--- src/rtl/lrt_pkg.sv ---
`timescale 1ns/1ps
package lrt_pkg;

  localparam int FIELD_W = 16;
  localparam int WORD_W  = 2 * FIELD_W;

  typedef enum logic [2:0] {
    PH_REF   = 3'd0,
    PH_SYNC  = 3'd1,
    PH_BACK  = 3'd2,
    PH_ACT   = 3'd3,
    PH_FRONT = 3'd4
  } phase_e;

  typedef struct packed {
    logic [FIELD_W-1:0] sync_len;
    logic [FIELD_W-1:0] back_len;
    logic [FIELD_W-1:0] act_len;
    logic [FIELD_W-1:0] front_len;
  } axis_cfg_t;

endpackage

--- src/rtl/lrt_shadow.sv ---
`timescale 1ns/1ps
// Frame-boundary copy of the packed timing words, split per axis and clamped.
module lrt_shadow #(
  parameter int MAX_W = 1366,
  parameter int MAX_H = 768
) (
  input  logic                      clk,
  input  logic                      rst_n,
  input  logic                      load,
  input  logic [lrt_pkg::WORD_W-1:0] w_sync,
  input  logic [lrt_pkg::WORD_W-1:0] w_back,
  input  logic [lrt_pkg::WORD_W-1:0] w_front,
  input  logic [lrt_pkg::WORD_W-1:0] w_active,
  output lrt_pkg::axis_cfg_t        h_cfg,
  output lrt_pkg::axis_cfg_t        v_cfg
);
  import lrt_pkg::*;

  localparam int NUM_AX = 2;

  axis_cfg_t nxt [NUM_AX];
  axis_cfg_t cur [NUM_AX];

  for (genvar ax = 0; ax < NUM_AX; ax++) begin : g_axis
    localparam int LIM = (ax == 0) ? MAX_W : MAX_H;
    logic [FIELD_W-1:0] raw_act;
    assign raw_act               = w_active[ax*FIELD_W +: FIELD_W];
    assign nxt[ax].sync_len      = w_sync[ax*FIELD_W +: FIELD_W];
    assign nxt[ax].back_len      = w_back[ax*FIELD_W +: FIELD_W];
    assign nxt[ax].front_len     = w_front[ax*FIELD_W +: FIELD_W];
    assign nxt[ax].act_len       = (raw_act > FIELD_W'(LIM)) ? FIELD_W'(LIM) : raw_act;
  end

  always_ff @(posedge clk or negedge rst_n) begin
    if (!rst_n) begin
      for (int i = 0; i < NUM_AX; i++) cur[i] <= '0;
    end else if (load) begin
      for (int i = 0; i < NUM_AX; i++) cur[i] <= nxt[i];
    end
  end

  assign h_cfg = cur[0];
  assign v_cfg = cur[1];

endmodule

--- src/rtl/lrt_axis.sv ---
`timescale 1ns/1ps
// One raster axis: slot position counter and phase decode by boundary compare.
module lrt_axis #(
  parameter int MAX_ACT = 1366
) (
  input  logic                        clk,
  input  logic                        rst_n,
  input  logic                        step,
  input  lrt_pkg::axis_cfg_t          cfg,
  output lrt_pkg::phase_e             phase,
  output logic [$clog2(MAX_ACT)-1:0]  coord,
  output logic                        last
);
  import lrt_pkg::*;

  localparam int CW = $clog2(MAX_ACT);
  localparam int PW = FIELD_W + 3;

  logic [PW-1:0] pos_q;
  logic [PW-1:0] at_sync, at_back, at_act, at_front, span;

  // Phase start positions; a zero-length phase shares its start with the next.
  always_comb begin
    at_sync  = PW'(1);
    at_back  = at_sync  + PW'(cfg.sync_len);
    at_act   = at_back  + PW'(cfg.back_len);
    at_front = at_act   + PW'(cfg.act_len);
    span     = at_front + PW'(cfg.front_len);
  end

  assign last = (pos_q >= span - PW'(1));

  always_comb begin
    if (pos_q < at_sync)       phase = PH_REF;
    else if (pos_q < at_back)  phase = PH_SYNC;
    else if (pos_q < at_act)   phase = PH_BACK;
    else if (pos_q < at_front) phase = PH_ACT;
    else                       phase = PH_FRONT;
  end

  assign coord = (phase == PH_ACT) ? CW'(pos_q - at_act) : '0;

  always_ff @(posedge clk or negedge rst_n) begin
    if (!rst_n)    pos_q <= '0;
    else if (step) pos_q <= last ? '0 : pos_q + PW'(1);
  end

endmodule

--- src/rtl/lrt_outreg.sv ---
`timescale 1ns/1ps
// Registered panel-side outputs, updated once per advancing pixel slot.
module lrt_outreg #(
  parameter int XW = 11,
  parameter int YW = 10
) (
  input  logic            clk,
  input  logic            rst_n,
  input  logic            adv,
  input  lrt_pkg::phase_e h_ph,
  input  lrt_pkg::phase_e v_ph,
  input  logic [XW-1:0]   h_coord,
  input  logic [YW-1:0]   v_coord,
  input  logic            h_inv,
  input  logic            v_inv,
  output logic            hsync_o,
  output logic            vsync_o,
  output logic            de,
  output logic [XW-1:0]   pix_x,
  output logic [YW-1:0]   pix_y,
  output logic            frame_start
);
  import lrt_pkg::*;

  logic in_area;
  logic at_origin;

  assign in_area   = (h_ph == PH_ACT) && (v_ph == PH_ACT);
  assign at_origin = (h_ph == PH_REF) && (v_ph == PH_REF);

  always_ff @(posedge clk or negedge rst_n) begin
    if (!rst_n) begin
      hsync_o <= 1'b1;
      vsync_o <= 1'b1;
      de      <= 1'b0;
      pix_x   <= '0;
      pix_y   <= '0;
    end else if (adv) begin
      hsync_o <= (h_ph != PH_SYNC) ^ h_inv;
      vsync_o <= (v_ph != PH_SYNC) ^ v_inv;
      de      <= in_area;
      pix_x   <= in_area ? h_coord : '0;
      pix_y   <= in_area ? v_coord : '0;
    end
  end

  always_ff @(posedge clk or negedge rst_n) begin
    if (!rst_n) frame_start <= 1'b0;
    else        frame_start <= adv && at_origin;
  end

endmodule

--- src/rtl/lcd_raster_timing.sv ---
`timescale 1ns/1ps
module lcd_raster_timing #(
  parameter int MAX_W = 1366,
  parameter int MAX_H = 768
) (
  input  logic                       clk,
  input  logic                       rst_n,
  input  logic                       pix_ce,
  input  logic                       hsync_inv,
  input  logic                       vsync_inv,
  input  logic [31:0]                tm_sync,
  input  logic [31:0]                tm_back,
  input  logic [31:0]                tm_front,
  input  logic [31:0]                tm_active,
  output logic                       hsync_o,
  output logic                       vsync_o,
  output logic                       de,
  output logic [$clog2(MAX_W)-1:0]   pix_x,
  output logic [$clog2(MAX_H)-1:0]   pix_y,
  output logic                       frame_start
);
  import lrt_pkg::*;

  localparam int XW = $clog2(MAX_W);
  localparam int YW = $clog2(MAX_H);

  logic      primed_q;
  logic      adv;
  logic      load;
  logic      h_last, v_last;
  phase_e    h_ph, v_ph;
  logic [XW-1:0] h_coord;
  logic [YW-1:0] v_coord;
  axis_cfg_t h_cfg, v_cfg;

  // First clock after reset captures the timing words; no slot is consumed.
  always_ff @(posedge clk or negedge rst_n) begin
    if (!rst_n) primed_q <= 1'b0;
    else        primed_q <= 1'b1;
  end

  assign adv  = pix_ce && primed_q;
  assign load = !primed_q || (adv && h_last && v_last);

  lrt_shadow #(.MAX_W(MAX_W), .MAX_H(MAX_H)) u_shadow (
    .clk(clk), .rst_n(rst_n), .load(load),
    .w_sync(tm_sync), .w_back(tm_back), .w_front(tm_front), .w_active(tm_active),
    .h_cfg(h_cfg), .v_cfg(v_cfg)
  );

  lrt_axis #(.MAX_ACT(MAX_W)) u_h_axis (
    .clk(clk), .rst_n(rst_n), .step(adv), .cfg(h_cfg),
    .phase(h_ph), .coord(h_coord), .last(h_last)
  );

  lrt_axis #(.MAX_ACT(MAX_H)) u_v_axis (
    .clk(clk), .rst_n(rst_n), .step(adv && h_last), .cfg(v_cfg),
    .phase(v_ph), .coord(v_coord), .last(v_last)
  );

  lrt_outreg #(.XW(XW), .YW(YW)) u_out (
    .clk(clk), .rst_n(rst_n), .adv(adv),
    .h_ph(h_ph), .v_ph(v_ph), .h_coord(h_coord), .v_coord(v_coord),
    .h_inv(hsync_inv), .v_inv(vsync_inv),
    .hsync_o(hsync_o), .vsync_o(vsync_o), .de(de),
    .pix_x(pix_x), .pix_y(pix_y), .frame_start(frame_start)
  );

endmodule

--- config.mk ---
export PLATFORM = sky130hd
export DESIGN_NAME = lcd_raster_timing
export DESIGN_NICKNAME = d
export VERILOG_FILES = /design/src/rtl/lrt_pkg.sv /design/src/rtl/lrt_shadow.sv /design/src/rtl/lrt_axis.sv /design/src/rtl/lrt_outreg.sv /design/src/rtl/lcd_raster_timing.sv
export SDC_FILE = /design/constraint.sdc
export NUM_CORES = 1
export LEC_CHECK = 0
export ABC_AREA = 1
export BUFFER_PORTS_ARGS = -buffer_cell sky130_fd_sc_hd__buf_2
export CORE_MARGIN = 2
export CORE_UTILIZATION = 25
export DETAILED_ROUTE_END_ITERATION = 8
export SLEW_MARGIN = 20
export SYNTH_ARGS = -nofsm -noshare
export SYNTH_HDL_FRONTEND = slang
export SYNTH_SLANG_ARGS = --single-unit
--- constraint.sdc ---
create_clock -name clk -period 7.7 [get_ports clk]
set_input_delay 0.385 -clock clk [delete_from_list [all_inputs] [get_ports clk]]
set_output_delay 0.385 -clock clk [all_outputs]
set_load 0.01 [all_outputs]
==> summary.md <==
| Metric | Value |
|---|---|
| Crit Reg-Reg Startpoint | `u_shadow.v_cfg[48]` |
| Hold depth | `3` |
| Crit start category | `register` |
| Syn_nets | `between 2,000 and 3,000` |
| Crit path time final | `7.234 ns` |
| Cell variety after synth | `between 50 and 60` |
| Final GP Congestion | `0.9065` |
| Tot Pwr | `0.007650 W` |
| Die ar. | `around 74,000 µm²` |
| Max Cap Viol | `0` |
| Comb power frac | `69.9%` |
| Adder-cell area share of the yosys netlist | `approximately a fifth` |
| Simple-gate share of the synthesized area | `25.39%` |
| Multiplexer share of the synthesized area | `0%` |
| Vias in the first global route | `approximately 16,000` |
| Antenna diodes | `0` |
| Core Footprint | `71,240 µm²` |
| Yosys warning count | `0` |
| Die Height | `between 200 and 300 µm` |
| Worst R2R Path Depth | `47` |
| VDD IR-drop max | `176.6 µV` |
| Residual DRC | `0` |
| I/O pin count | `158` |
| WL/cell | `15.38 µm` |
| Reg-to-reg endpoint | `u_v_axis.pos_q[3]` |
| Clock skew | `between 0.02 and 0.025 ns` |
| Nets@finish | `3,162` |
| First-pass GRT wire length | `88,040 µm` |
| Power per standard cell area | `approximately 340 nW/µm²` |
| Final worst slack | `0.4657 ns` |
| Largest family of logic cells by synthesized area | `simple AND/OR/NAND/NOR gates` |
| Slew @ Worst Pin | `0.8216 ns` |
| NetSw | `0.003867 W` |
| Post-synth top flop | `dfrtp_1` |
| Leak pwr | `11.67 nW` |
| Fraction of layout cells with a size suffix above 1 | `17.61%` |
| Tcrit/Tclk final | `between 90 and 100%` |
| Largest net degree at the start of global routing | `95` |
| Critical path arrival | `7.63 ns` |
| GRT overflow | `0` |
| DR vias/cell | `4.550` |
| Post-Layout Cell Count | `3,716` |
| Worst min-delay path startpoint | `tm_back[29]` |
| Slowest cell on the critical path | `dfrtp_1` |
| Clk buf depth | `2` |
| Initial antenna violation count | `0` |
| Mapped Area | `17,930 µm²` |
| DP Worst Slack | `-0.003286 ns` |
| Register area share after synthesis | `26.81%` |
| CTS sink cnt | `192` |
| Critical path class | `register to register` |
| Antenna-violating nets left | `0` |
| Initial DRT Pass Iterations | `6` |
| Filler cell count | `7,687` |
| Flop pwr share | `16.9%` |
| Synth Area in Compound Gates | `12.07%` |
| IO Port Bufs | `~160` |
| CP top delay family | `simple AND/OR/NAND/NOR gates` |
| Mapped Cells | `2,470` |
| Crit path buf inv count | `10` |
| Synth Register Bits | `192` |
| Fmax | `138.2 MHz` |
| Slew margin rel. | `between 40% and 50%` |
| Die X | `271.8 µm` |
| Total wire length | `between 50,000 and 60,000 µm` |
| HP Class | `input pin to register` |
| Sw Share | `50.55%` |
| Final core utilization | `31.17%` |
| Area grow syn2layout | `23.85%` |
| DR vias | `approximately 17,000` |
| Clk root buf | `clkbuf_16` |
| Status | `completed` |
| CTS Buf Count | `17` |
| Required time worst endpoint | `between 8 and 9 ns` |
| Clock share of power | `13.2%` |
| Setup TNS | `0 ns` |
| Reg clk slew, reported paths | `0.08 ns` |
| Clock Latency Late Sink | `between 0.5 and 0.6 ns` |
| Worst Hold Path EP | `u_shadow.v_cfg[45]` |
| Htree depth | `4` |
| CTS tree | `yes` |
| HPWL after DPL | `between 40,000 and 50,000 µm` |
| Final hold viol count | `0` |
| Crit path capture type | `register` |
| Initial Utilization | `25.17%` |
| FP Rows | `98` |
| Ys async rst share | `100.0%` |
| Worst reg-to-reg setup slack | `about 0.47 ns` |
| Cell count after placement | `3,661` |
| CP Max Fanout | `11` |
| Total global routing track utilization | `15.38%` |
| Finish-stage setup viols | `0` |
| Final Max Tran Viols | `0` |
| Starting DRT DRC Count | `1,015` |
| RSZ-0062 raised after global routing | `true` |
| Pint | `0.003783 W` |
| Number of synthesized flops with an enable pin | `0` |
| Syn Area/Cell | `7.258 µm²` |
| CP max stage delay | `0.35 ns` |
| Post-synthesis xor/xnor area fraction | `6.253%` |
## placed cells by master, fill, tap and decap left out, types with 18 or more instances in the layout
master and count:
nor2_1 142, xnor2_1 45, nor3_1 43, buf_2 156, xor2_1 66, inv_1 395
o21ai_0 130, nand2_1 531, buf_4 139, nand3_1 171, nand4_1 43, clkbuf_16 18
nand2_2 20, ha_1 254, dfrtp_1 189, a21oi_1 152
## logic make-up after synthesis
logic type,after synthesis
AOI/OAI and AO/OA,392
buffers and inverters,447
other,1
and+or+nand+nor,1034
DFF,192
adders and majority gates,276
xor gates and xnor gates,128
## metal layers
layer | vias to the layer above | part of all wire, % | global-route usage (%)
met5 | - | 0 | 0
met4 | 0 | 3.9 | 6.752
met3 | 88 | 3.8 | 2.379
met2 | 340 | 47 | 26.03
met1 | 7761 | 45 | 19.31
li1 | 8717 | - | -
## metrics by stage
step	hold slack (ns)	instance area (µm²)
after CTS	0.02229	21400
after global placement	0.4628	20740
after floorplan	0.08941	17930
after detailed placement	0.4635	20740
after global routing	0.05342	22200
final	0.05948	22200
## tightest hold or removal path: cells and delay by family
family / cells / cell delay, ns
buffers and inverters: 1 / 0.07
and+or+nand+nor: 2 / 0.08
## cells in the mapped netlist, types with 4 or more instances
master | count | area, µm²
nor3_1 | 50 | 250.2
nand4_1 | 43 | 269.0
o211ai_1 | 8 | 60.06
o21ai_1 | 7 | 35.03
and3_1 | 8 | 50.05
dfrtp_1 | 190 | 4755
a31oi_1 | 11 | 68.82
a21oi_1 | 166 | 830.8
buf_4 | 15 | 112.6
o21bai_1 | 9 | 67.56
o21ai_0 | 142 | 710.7
a211oi_1 | 6 | 45.04
fa_1 | 8 | 160.2
a21o_1 | 10 | 75.07
nor2_2 | 6 | 37.54
nor2_1 | 152 | 570.6
buf_6 | 4 | 45.04
clkbuf_1 | 22 | 82.58
nand3_2 | 9 | 90.09
xnor2_1 | 46 | 402.9
xor2_1 | 82 | 718.2
nand3b_1 | 9 | 67.56
nand2_2 | 11 | 68.82
o31ai_1 | 8 | 60.06
o21a_1 | 6 | 45.04
nor4_1 | 16 | 100.1
ha_1 | 268 | 3353
nand2_1 | 542 | 2034
nand3_1 | 173 | 865.8
or2_2 | 4 | 25.02
inv_1 | 397 | 1490
## layout make-up
cell class | count | area, µm² | share of cell area, %
clock buffer | 18 | 429.2 | 1.933
multi-input combinational | 1831 | 11990 | 53.98
tap | 950 | 1189 | 5.353
timing repair buffer | 309 | 2067 | 9.309
clock inverter | 14 | 215.2 | 0.9692
inverter | 402 | 1509 | 6.796
sequential | 192 | 4808 | 21.66
## worst max path at each step
stage	from	end	slack, ns	cells after the start
2_1_floorplan	u_shadow.v_cfg[48]	u_shadow.h_cfg[28]	0.81	45
5_1_grt	u_shadow.v_cfg[50]	u_shadow.v_cfg[55]	-0.12	54
4_1_cts	u_shadow.v_cfg[48]	u_shadow.v_cfg[22]	0.04	55
3_3_place_gp	u_shadow.v_cfg[48]	u_v_axis.pos_q[3]	0.14	50
6_report	u_shadow.v_cfg[48]	u_v_axis.pos_q[3]	0.47	47
3_5_place_dp	u_shadow.v_cfg[48]	u_v_axis.pos_q[3]	-0.003	48
## repair_timing
action,CTS,global route
endpoints found under the hold margin,54,0
gates cloned,0,1
endpoints found under the setup margin,43,166
gates resized for setup,3,123
hold buffers,1,0
pin swaps,1,36
setup buffers,0,21
## power by group through the flow
stage | registers (W) | logic, W | clock network [W]
after floorplan | 0.00122 | 0.00373 | 0
after global routing | 0.00131 | 0.00612 | 0.00107
after CTS | 0.00129 | 0.00516 | 0.00104
final | 0.00130 | 0.00535 | 0.00101
after global placement | 0.00131 | 0.00507 | 0
after detailed placement | 0.00131 | 0.00512 | 0
## registers in the layout (all words and copies together), names as in the netlist
name,count
u_out.vsync_o,1
u_out.pix_y,10
u_h_axis.pos_q,19
u_shadow.h_cfg,64
primed_q,1
u_out.frame_start,1
u_out.de,1
u_shadow.v_cfg,64
u_out.hsync_o,1
u_v_axis.pos_q,19
u_out.pix_x,11
Power figures use the tool's default switching activity.
